[src/rtl/acc_seq_pkg.sv]
package acc_seq_pkg;
   localparam int OP_W = 3;

   typedef enum logic [1:0] {
      CY_FETCH = 2'b00,
      CY_INDIR = 2'b01,
      CY_EXEC  = 2'b10,
      CY_INTR  = 2'b11
   } cyc_e;

   localparam logic [OP_W-1:0] OPC_ADD = 3'b001;
   localparam logic [OP_W-1:0] OPC_ISZ = 3'b010;
   localparam logic [OP_W-1:0] OPC_BSA = 3'b011;

   typedef enum logic [1:0] {MA_HOLD, MA_PC, MA_IRA, MA_SAVE} mar_sel_e;
   typedef enum logic [1:0] {MB_HOLD, MB_MEM, MB_PC, MB_INC} mbr_sel_e;

   typedef struct packed {
      mar_sel_e mar_sel;
      mbr_sel_e mbr_sel;
      logic     pc_inc;
      logic     pc_isz;
      logic     pc_ld_ira;
      logic     pc_ld_vec;
      logic     ir_ld;
      logic     ir_ad_ld;
      logic     acc_add;
      logic     rd;
      logic     wr;
      logic     done;
   } ctl_t;
endpackage

[src/rtl/acc_seq_decode.sv]
module acc_seq_decode
   import acc_seq_pkg::*;
#(
   parameter int STEP_W = 3
) (
   input  cyc_e              cyc,
   input  logic [STEP_W-1:0] step,
   input  logic [OP_W-1:0]   opc,
   output ctl_t              ctl
);
   always_comb begin
      ctl = '0;
      unique case (cyc)
         CY_FETCH: begin
            case (int'(step))
               0: begin ctl.mar_sel = MA_PC; ctl.rd = 1'b1; end
               1: begin ctl.mbr_sel = MB_MEM; ctl.pc_inc = 1'b1; end
               2: begin ctl.ir_ld = 1'b1; ctl.done = 1'b1; end
               default: ctl.done = 1'b1;
            endcase
         end
         CY_INDIR: begin
            case (int'(step))
               0: begin ctl.mar_sel = MA_IRA; ctl.rd = 1'b1; end
               1: ctl.mbr_sel = MB_MEM;
               2: begin ctl.ir_ad_ld = 1'b1; ctl.done = 1'b1; end
               default: ctl.done = 1'b1;
            endcase
         end
         CY_EXEC: begin
            if (opc == OPC_ADD || opc == OPC_ISZ) begin
               case (int'(step))
                  0: begin ctl.mar_sel = MA_IRA; ctl.rd = 1'b1; end
                  1: ctl.mbr_sel = MB_MEM;
                  2: begin
                     if (opc == OPC_ADD) begin
                        ctl.acc_add = 1'b1;
                        ctl.done    = 1'b1;
                     end else begin
                        ctl.mbr_sel = MB_INC;
                     end
                  end
                  3: begin ctl.wr = 1'b1; ctl.pc_isz = 1'b1; ctl.done = 1'b1; end
                  default: ctl.done = 1'b1;
               endcase
            end else if (opc == OPC_BSA) begin
               case (int'(step))
                  0: begin ctl.mar_sel = MA_IRA; ctl.mbr_sel = MB_PC; end
                  1: begin ctl.pc_ld_ira = 1'b1; ctl.wr = 1'b1; end
                  2: begin ctl.pc_inc = 1'b1; ctl.done = 1'b1; end
                  default: ctl.done = 1'b1;
               endcase
            end else begin
               ctl.done = 1'b1;
            end
         end
         CY_INTR: begin
            case (int'(step))
               0: ctl.mbr_sel = MB_PC;
               1: begin ctl.mar_sel = MA_SAVE; ctl.pc_ld_vec = 1'b1; end
               2: begin ctl.wr = 1'b1; ctl.done = 1'b1; end
               default: ctl.done = 1'b1;
            endcase
         end
      endcase
   end
endmodule

[src/rtl/acc_seq_seqr.sv]
module acc_seq_seqr
   import acc_seq_pkg::*;
#(
   parameter int STEP_W = 3
) (
   input  logic              clk,
   input  logic              rst_n,
   input  logic              done,
   input  logic              go_ind,
   input  logic              take_irq,
   output cyc_e              cyc,
   output logic [STEP_W-1:0] step
);
   cyc_e cyc_nx;

   always_comb begin
      unique case (cyc)
         CY_FETCH: cyc_nx = go_ind ? CY_INDIR : CY_EXEC;
         CY_INDIR: cyc_nx = CY_EXEC;
         CY_EXEC:  cyc_nx = take_irq ? CY_INTR : CY_FETCH;
         CY_INTR:  cyc_nx = CY_FETCH;
      endcase
   end

   always_ff @(posedge clk or negedge rst_n) begin
      if (!rst_n) begin
         cyc  <= CY_FETCH;
         step <= '0;
      end else if (done) begin
         cyc  <= cyc_nx;
         step <= '0;
      end else begin
         step <= step + STEP_W'(1);
      end
   end
endmodule

[src/rtl/acc_seq_ctrl.sv]
module acc_seq_ctrl
   import acc_seq_pkg::*;
#(
   parameter int                   DATA_W    = 16,
   parameter int                   ADDR_W    = 12,
   parameter int                   STEP_W    = 3,
   parameter logic [ADDR_W-1:0]    RST_PC    = 'h010,
   parameter logic [ADDR_W-1:0]    SAVE_ADDR = 'h000,
   parameter logic [ADDR_W-1:0]    VEC_ADDR  = 'h001
) (
   input  logic              clk,
   input  logic              rst_n,
   input  logic              irq,
   input  logic [DATA_W-1:0] mem_rdata,
   output logic [ADDR_W-1:0] mem_addr,
   output logic [DATA_W-1:0] mem_wdata,
   output logic              mem_rd,
   output logic              mem_wr,
   output logic [1:0]        cyc_code,
   output logic [DATA_W-1:0] acc_out,
   output logic [ADDR_W-1:0] pc_out
);
   localparam int IND_BIT = DATA_W - 1;
   localparam int OPC_LSB = ADDR_W;

   if (DATA_W != ADDR_W + OP_W + 1) begin : g_bad_width
      $error("acc_seq_ctrl: DATA_W must equal ADDR_W + opcode width + 1");
   end
   if (STEP_W < 2) begin : g_bad_step
      $error("acc_seq_ctrl: STEP_W must cover at least four steps");
   end

   logic [ADDR_W-1:0] mar_q, mar_nx, pc_q;
   logic [DATA_W-1:0] mbr_q, ir_q, acc_q;
   logic              ien_q;
   cyc_e              cyc;
   logic [STEP_W-1:0] step;
   ctl_t              ctl;
   logic              take_irq;

   assign take_irq = irq & ien_q;

   acc_seq_seqr #(.STEP_W(STEP_W)) u_seqr (
      .clk      (clk),
      .rst_n    (rst_n),
      .done     (ctl.done),
      .go_ind   (mbr_q[IND_BIT]),
      .take_irq (take_irq),
      .cyc      (cyc),
      .step     (step)
   );

   acc_seq_decode #(.STEP_W(STEP_W)) u_dec (
      .cyc  (cyc),
      .step (step),
      .opc  (ir_q[OPC_LSB +: OP_W]),
      .ctl  (ctl)
   );

   always_comb begin
      unique case (ctl.mar_sel)
         MA_PC:   mar_nx = pc_q;
         MA_IRA:  mar_nx = ir_q[ADDR_W-1:0];
         MA_SAVE: mar_nx = SAVE_ADDR;
         default: mar_nx = mar_q;
      endcase
   end

   always_ff @(posedge clk or negedge rst_n) begin
      if (!rst_n) begin
         mar_q <= '0;
         mbr_q <= '0;
         ir_q  <= '0;
         acc_q <= '0;
         pc_q  <= RST_PC;
         ien_q <= 1'b1;
      end else begin
         mar_q <= mar_nx;
         unique case (ctl.mbr_sel)
            MB_MEM:  mbr_q <= mem_rdata;
            MB_PC:   mbr_q <= {{(DATA_W-ADDR_W){1'b0}}, pc_q};
            MB_INC:  mbr_q <= mbr_q + DATA_W'(1);
            default: mbr_q <= mbr_q;
         endcase
         if (ctl.ir_ld)
            ir_q <= mbr_q;
         else if (ctl.ir_ad_ld)
            ir_q <= {ir_q[DATA_W-1:ADDR_W], mbr_q[ADDR_W-1:0]};
         if (ctl.acc_add)
            acc_q <= acc_q + mbr_q;
         if (ctl.pc_ld_vec)
            pc_q <= VEC_ADDR;
         else if (ctl.pc_ld_ira)
            pc_q <= ir_q[ADDR_W-1:0];
         else if (ctl.pc_inc || (ctl.pc_isz && mbr_q == '0))
            pc_q <= pc_q + ADDR_W'(1);
         if (ctl.done && cyc == CY_EXEC && take_irq)
            ien_q <= 1'b0;
      end
   end

   assign mem_addr  = mar_nx;
   assign mem_wdata = mbr_q;
   assign mem_rd    = ctl.rd;
   assign mem_wr    = ctl.wr;
   assign cyc_code  = cyc;
   assign acc_out   = acc_q;
   assign pc_out    = pc_q;
endmodule

[config.mk]
export PLATFORM = sky130hd
export DESIGN_NAME = acc_seq_ctrl
export DESIGN_NICKNAME = d
export VERILOG_FILES = /design/src/rtl/acc_seq_pkg.sv /design/src/rtl/acc_seq_decode.sv /design/src/rtl/acc_seq_seqr.sv /design/src/rtl/acc_seq_ctrl.sv
export SDC_FILE = /design/constraint.sdc
export NUM_CORES = 1
export LEC_CHECK = 0
export ABC_AREA = 0
export BUFFER_PORTS_ARGS = -buffer_cell sky130_fd_sc_hd__buf_2
export CORE_MARGIN = 2
export CORE_UTILIZATION = 40
export CTS_CLUSTER_SIZE = 12
export DETAILED_ROUTE_END_ITERATION = 8
export PLACE_DENSITY = 0.68
export SLEW_MARGIN = 10
export SYNTH_ARGS = -nofsm -noshare
export SYNTH_HDL_FRONTEND = slang
export SYNTH_HIERARCHICAL = 1
export SYNTH_SLANG_ARGS = --single-unit
[constraint.sdc]
create_clock -name clk -period 2.95 [get_ports clk]
set_clock_uncertainty 0.05 [all_clocks]
set_input_delay 0.295 -clock clk [delete_from_list [all_inputs] [get_ports clk]]
set_output_delay 0.295 -clock clk [all_outputs]
set_load 0.02 [all_outputs]
# After elaboration in Yosys (flattened, before gate mapping)
# Cells that the tools add are included.
[totals]
inputBits = 19
ff_bits = 77
[classes]
reduce_logical = 14
n_mux = 46
n_bitwise = 1
eq_ne = 15
n_addsub = 4
[ops]
columns = ["op", "count"]
rows = [
  ["two-way mux 12 bit", 4],
  ["case mux 16 bit (3 select lines)", 1],
  ["case mux 12 bit (3 select lines)", 1],
  ["two-way mux 1 bit", 18],
  ["two-way mux 2 bit", 9],
  ["adder 16 x 1 -> 16 bit, second input constant", 1],
  ["adder 16 bit", 1],
  ["logical NOT 16 bit", 1],
  ["case mux 4 bit (4 select lines)", 1],
  ["two-way mux 15 bit", 1],
  ["adder 12 x 1 -> 12 bit, second input constant", 1],
  ["== test 2 bit, second input constant", 6],
  ["== test 3 x 2 -> 1 bit, second input constant", 4],
  ["case mux 1 bit (2 select lines)", 5],
  ["two-way mux 4 bit", 2],
  ["case mux 2 bit (4 select lines)", 1],
  ["== test 2 x 1 -> 1 bit, second input constant", 3],
  ["== test 3 x 1 -> 1 bit, second input constant", 2],
  ["nonzero test 3 bit", 2],
  ["two-way mux 5 bit", 1],
  ["case mux 2 bit (2 select lines)", 1],
  ["OR reduction 2 bit", 2],
  ["adder 3 x 1 -> 3 bit, second input constant", 1],
  ["logical AND 1 bit", 3],
  ["other kinds (7)", 8],
]

# Longest topological paths before layout
[depth]
ltp_word = 10
ltp_mapped = 10
mapped_depth_nobuf = 9

# Hierarchy
# Netlist, hierarchy kept.
[modules_own_cells]
columns = ["mod", "instances", "cells_per_inst", "area_per_inst_um2"]
rows = [
  ["acc_seq_ctrl", 1, 403, 4276.6],
  ["acc_seq_decode", 1, 52, 367.9],
  ["acc_seq_seqr", 1, 17, 212.7],
]

# Worst setup path before layout
# No wires, ideal clock.
[synth_path]
kind = "reg-to-output"
start = "register u_seqr.cyc[1]"
end = "output mem_addr[6]"
arrival_ns = 2.461
slack_ns = 0.144
n_path_buf = 2
stages_incl_launch_ff = 7
path_cell_list = "dfrtp_1 buf_2 or3_1 a21boi_0 buf_2 mux2i_1 o21ai_0"
[synth_lines]
columns = ["item", "line_no", "source"]
rows = [
  ["start: declaration", "acc_seq_seqr.sv:11", "output cyc_e cyc,"],
  ["start signal: assignment", "acc_seq_seqr.sv:30", "cyc <= cyc_nx;"],
  ["end: declaration", "acc_seq_ctrl.sv:15", "output logic [ADDR_W-1:0] mem_addr,"],
]

==> results.toml <==
[grt]
grt_antenna_before_repair = 0
track_usage_pct = 20.0
grt_pass1_wl_mm = 20.4
overflow = 0
grt_util_met2_pct = 31.5
grt_pass1_vias = 3917
met3_usage_pct = 4.13
top_usage_layer = "met2"
grt_max_degree = 78
met1_usage_pct = 27.9

[finish]
post_route_cells_drive_above_1_share_pct = 30.3
syn_to_final_growth_pct = 19.4
layout_commonest_cell = "buf_2"
antennaDiodeCount = 0
final_cell_mix = "buf_2, dfrtp_1, o21ai_0, nor2_1, nand2_1"
num-nets-final = 599

[critical_path]
r2r-start = "u_seqr/cyc[1]"
timing.rr.end = "pc_out[8]"
required_ps = 2610
cp-start-kind = "register"
reg2reg_slack_ps = 210
crit_path_max_fanout = 13
setup.worst_path.end = "mem_addr[8]"
criticalPathCategory = "register to output pin"
r2r_cells = 8
end_kind = "output pin"
startpoint = "u_seqr/cyc[1]"
arrival_ps = 2460

[detailed_routing]
routed_wl_mm = 12.4
drtIter0Drc = 218
firstDrtPassIters = 4
viasPerCell = 5.68
ant_nets = 0
route.detailed.drc = 0
wire_per_inst_um = 17.5
vias = 4045

[run]
cap_violations = 0

[yosys]
syn-num-nets = 511
synth_edf_count = 0
syn-cell-area_sq_um = 4860
synth.distinct_cells = 71
ys_seq_area_share_pct = 39.7
async_flop_share_pct = 100
syn_area_per_cell_sq_um = 10.3
syn_inst = 472
ys.flop_type = "dfrtp_1"
yosys_warnings = 6
ys_ff_latch = 77

[clock_network]
cts_tree = "done"
post_cts_buffers = 0
cts_sinks = 77
htreeDepth = 3
clk_pin_slew_worst_paths_ps = 60
cts_inserted_buffers = 9
clockBufferDepth = 2
clk_latency_ps = 350
cts-root-buf = "clkbuf_16"

[placed_design]
hpwlAfterDp_mm = 8.92
place_congestion = 0.882
port_buffers = 78
pre_cts_ws_ps = 226

[floorplan]
die_w_um = 114
die-area_sq_um = 13000
coreArea_sq_um = 11900
start_util_pct = 40.8
die_h_um = 114
num_rows = 40
io_pins = 79

[timing]
slew_headroom_pct = 22.6
whs_ps = 58.5
fin_crit_sh_pct = 95.2
tightestPinTransition_ps = 1160
hold_viol = 0
finalSetupTns_ps = 0
finalMaxSlewViolations = 0
fin_crit_ps = 2810
finalSetupViolCount = 0
grt_setup_unrepaired = "no"
layout_setup_ws_ps = 142
fmax_mhz = 356

[hold_path]
hold_path.class = "input port to async pin"

[pwr]
seq_power_share_pct = 30.3
p_leak_nw = 2.65
vdd_ir_drop_max_mv = 0.529
intPower_mw = 3.67
powerDensity_nw_per_um2 = 1190
switching_share_pct = 47.0
clock_power_share_pct = 15.6
comb_power_share_pct = 54.1
power.total_mw = 6.92
p_sw_mw = 3.25

[outcome]
status = "finished clean"
## Yosys cell counts (11+ instances only)
| library cell | n | area, sq um |
|---|---|---|
| nand3_1 | 14 | 70.1 |
| nor2_1 | 33 | 124 |
| dfrtp_1 | 75 | 1880 |
| a21oi_1 | 27 | 135 |
| o21ai_0 | 35 | 175 |
| nand2_1 | 31 | 116 |
| xor2_1 | 15 | 131 |
| xnor2_1 | 16 | 140 |
| mux4_2 | 11 | 248 |
| mux2i_1 | 14 | 140 |
| ha_1 | 19 | 238 |
| mux2_2 | 23 | 259 |
| o21ai_1 | 12 | 60.1 |
## worst max-delay path, cell delays in order (launching register included)
cell	delay, ps
dfrtp_1	490
buf_4	220
or3_1	370
a21boi_1	180
buf_6	210
nor2b_1	70
buf_4	180
nand2_1	80
o21ai_0	120
buf_2	190
## cells by family (layout without fill, tap and decap cells)
family	count (synthesis)	count (layout)	share of synthesized area, %
simple gates	145	145	17.2
compound gates	120	120	15.8
flops	77	77	39.7
mux	49	49	13.6
xor+xnor	31	31	5.59
buf+inv	30	123	2.81
fa+ha+maj	20	20	5.31
## metrics by stage
step                util, %  cells  area [sq um]
floorplan                 -    472          4860
global placement       46.2    696          5510
detailed placement     46.2    696          5510
CTS                    48.6    712          5790
global route           48.7    712          5800
finish                 48.7    712          5800
## layout make-up
cell class | count | area, sq um
tap | 147 | 184
timing repair buffer | 99 | 554
inverter | 8 | 30.0
clock inverter | 7 | 62.6
clock buffer | 9 | 225
sequential | 77 | 1930
fill | 1124 | 6110
multi-input combinational | 365 | 2810
## timing repair
action                                  4_1_cts  5_1_grt
gates resized for setup                       0        1
hold buffers                                  0        0
endpoints found under the setup margin        0        4
## power groups by stage
stage	sequential, mW	clock, mW	combinational (mW)
after global placement	2.07	0	3.64
after CTS	2.08	1.10	3.75
after detailed placement	2.10	0	3.71
after global routing	2.17	1.15	4.10
final	2.10	1.08	3.74
after floorplan	2.27	0	2.32
## worst min-delay path by stage
stage,end,slack (ps),cells after the start
2_1_floorplan,acc_out[0],-50,0
3_3_place_gp,acc_out[15],410,1
3_5_place_dp,acc_out[15],410,1
4_1_cts,acc_out[2],110,1
5_1_grt,acc_out[3],140,1
6_report,acc_out[1],60,1
## per-layer routing
layer,up-vias,share of wire [%]
met5,-,0
met4,0,1.4
met3,15,5.4
met2,119,47
met1,1983,46
li1,1928,-
## sequential cells by signal, summed over array words and instances (netlist names)
name         cells
ir_q            15
u_seqr/cyc       2
acc_out         16
mem_wdata       16
ien_q            1
pc_out          12
u_seqr/step      3
mar_q           12
Power figures use the tool's default switching activity.
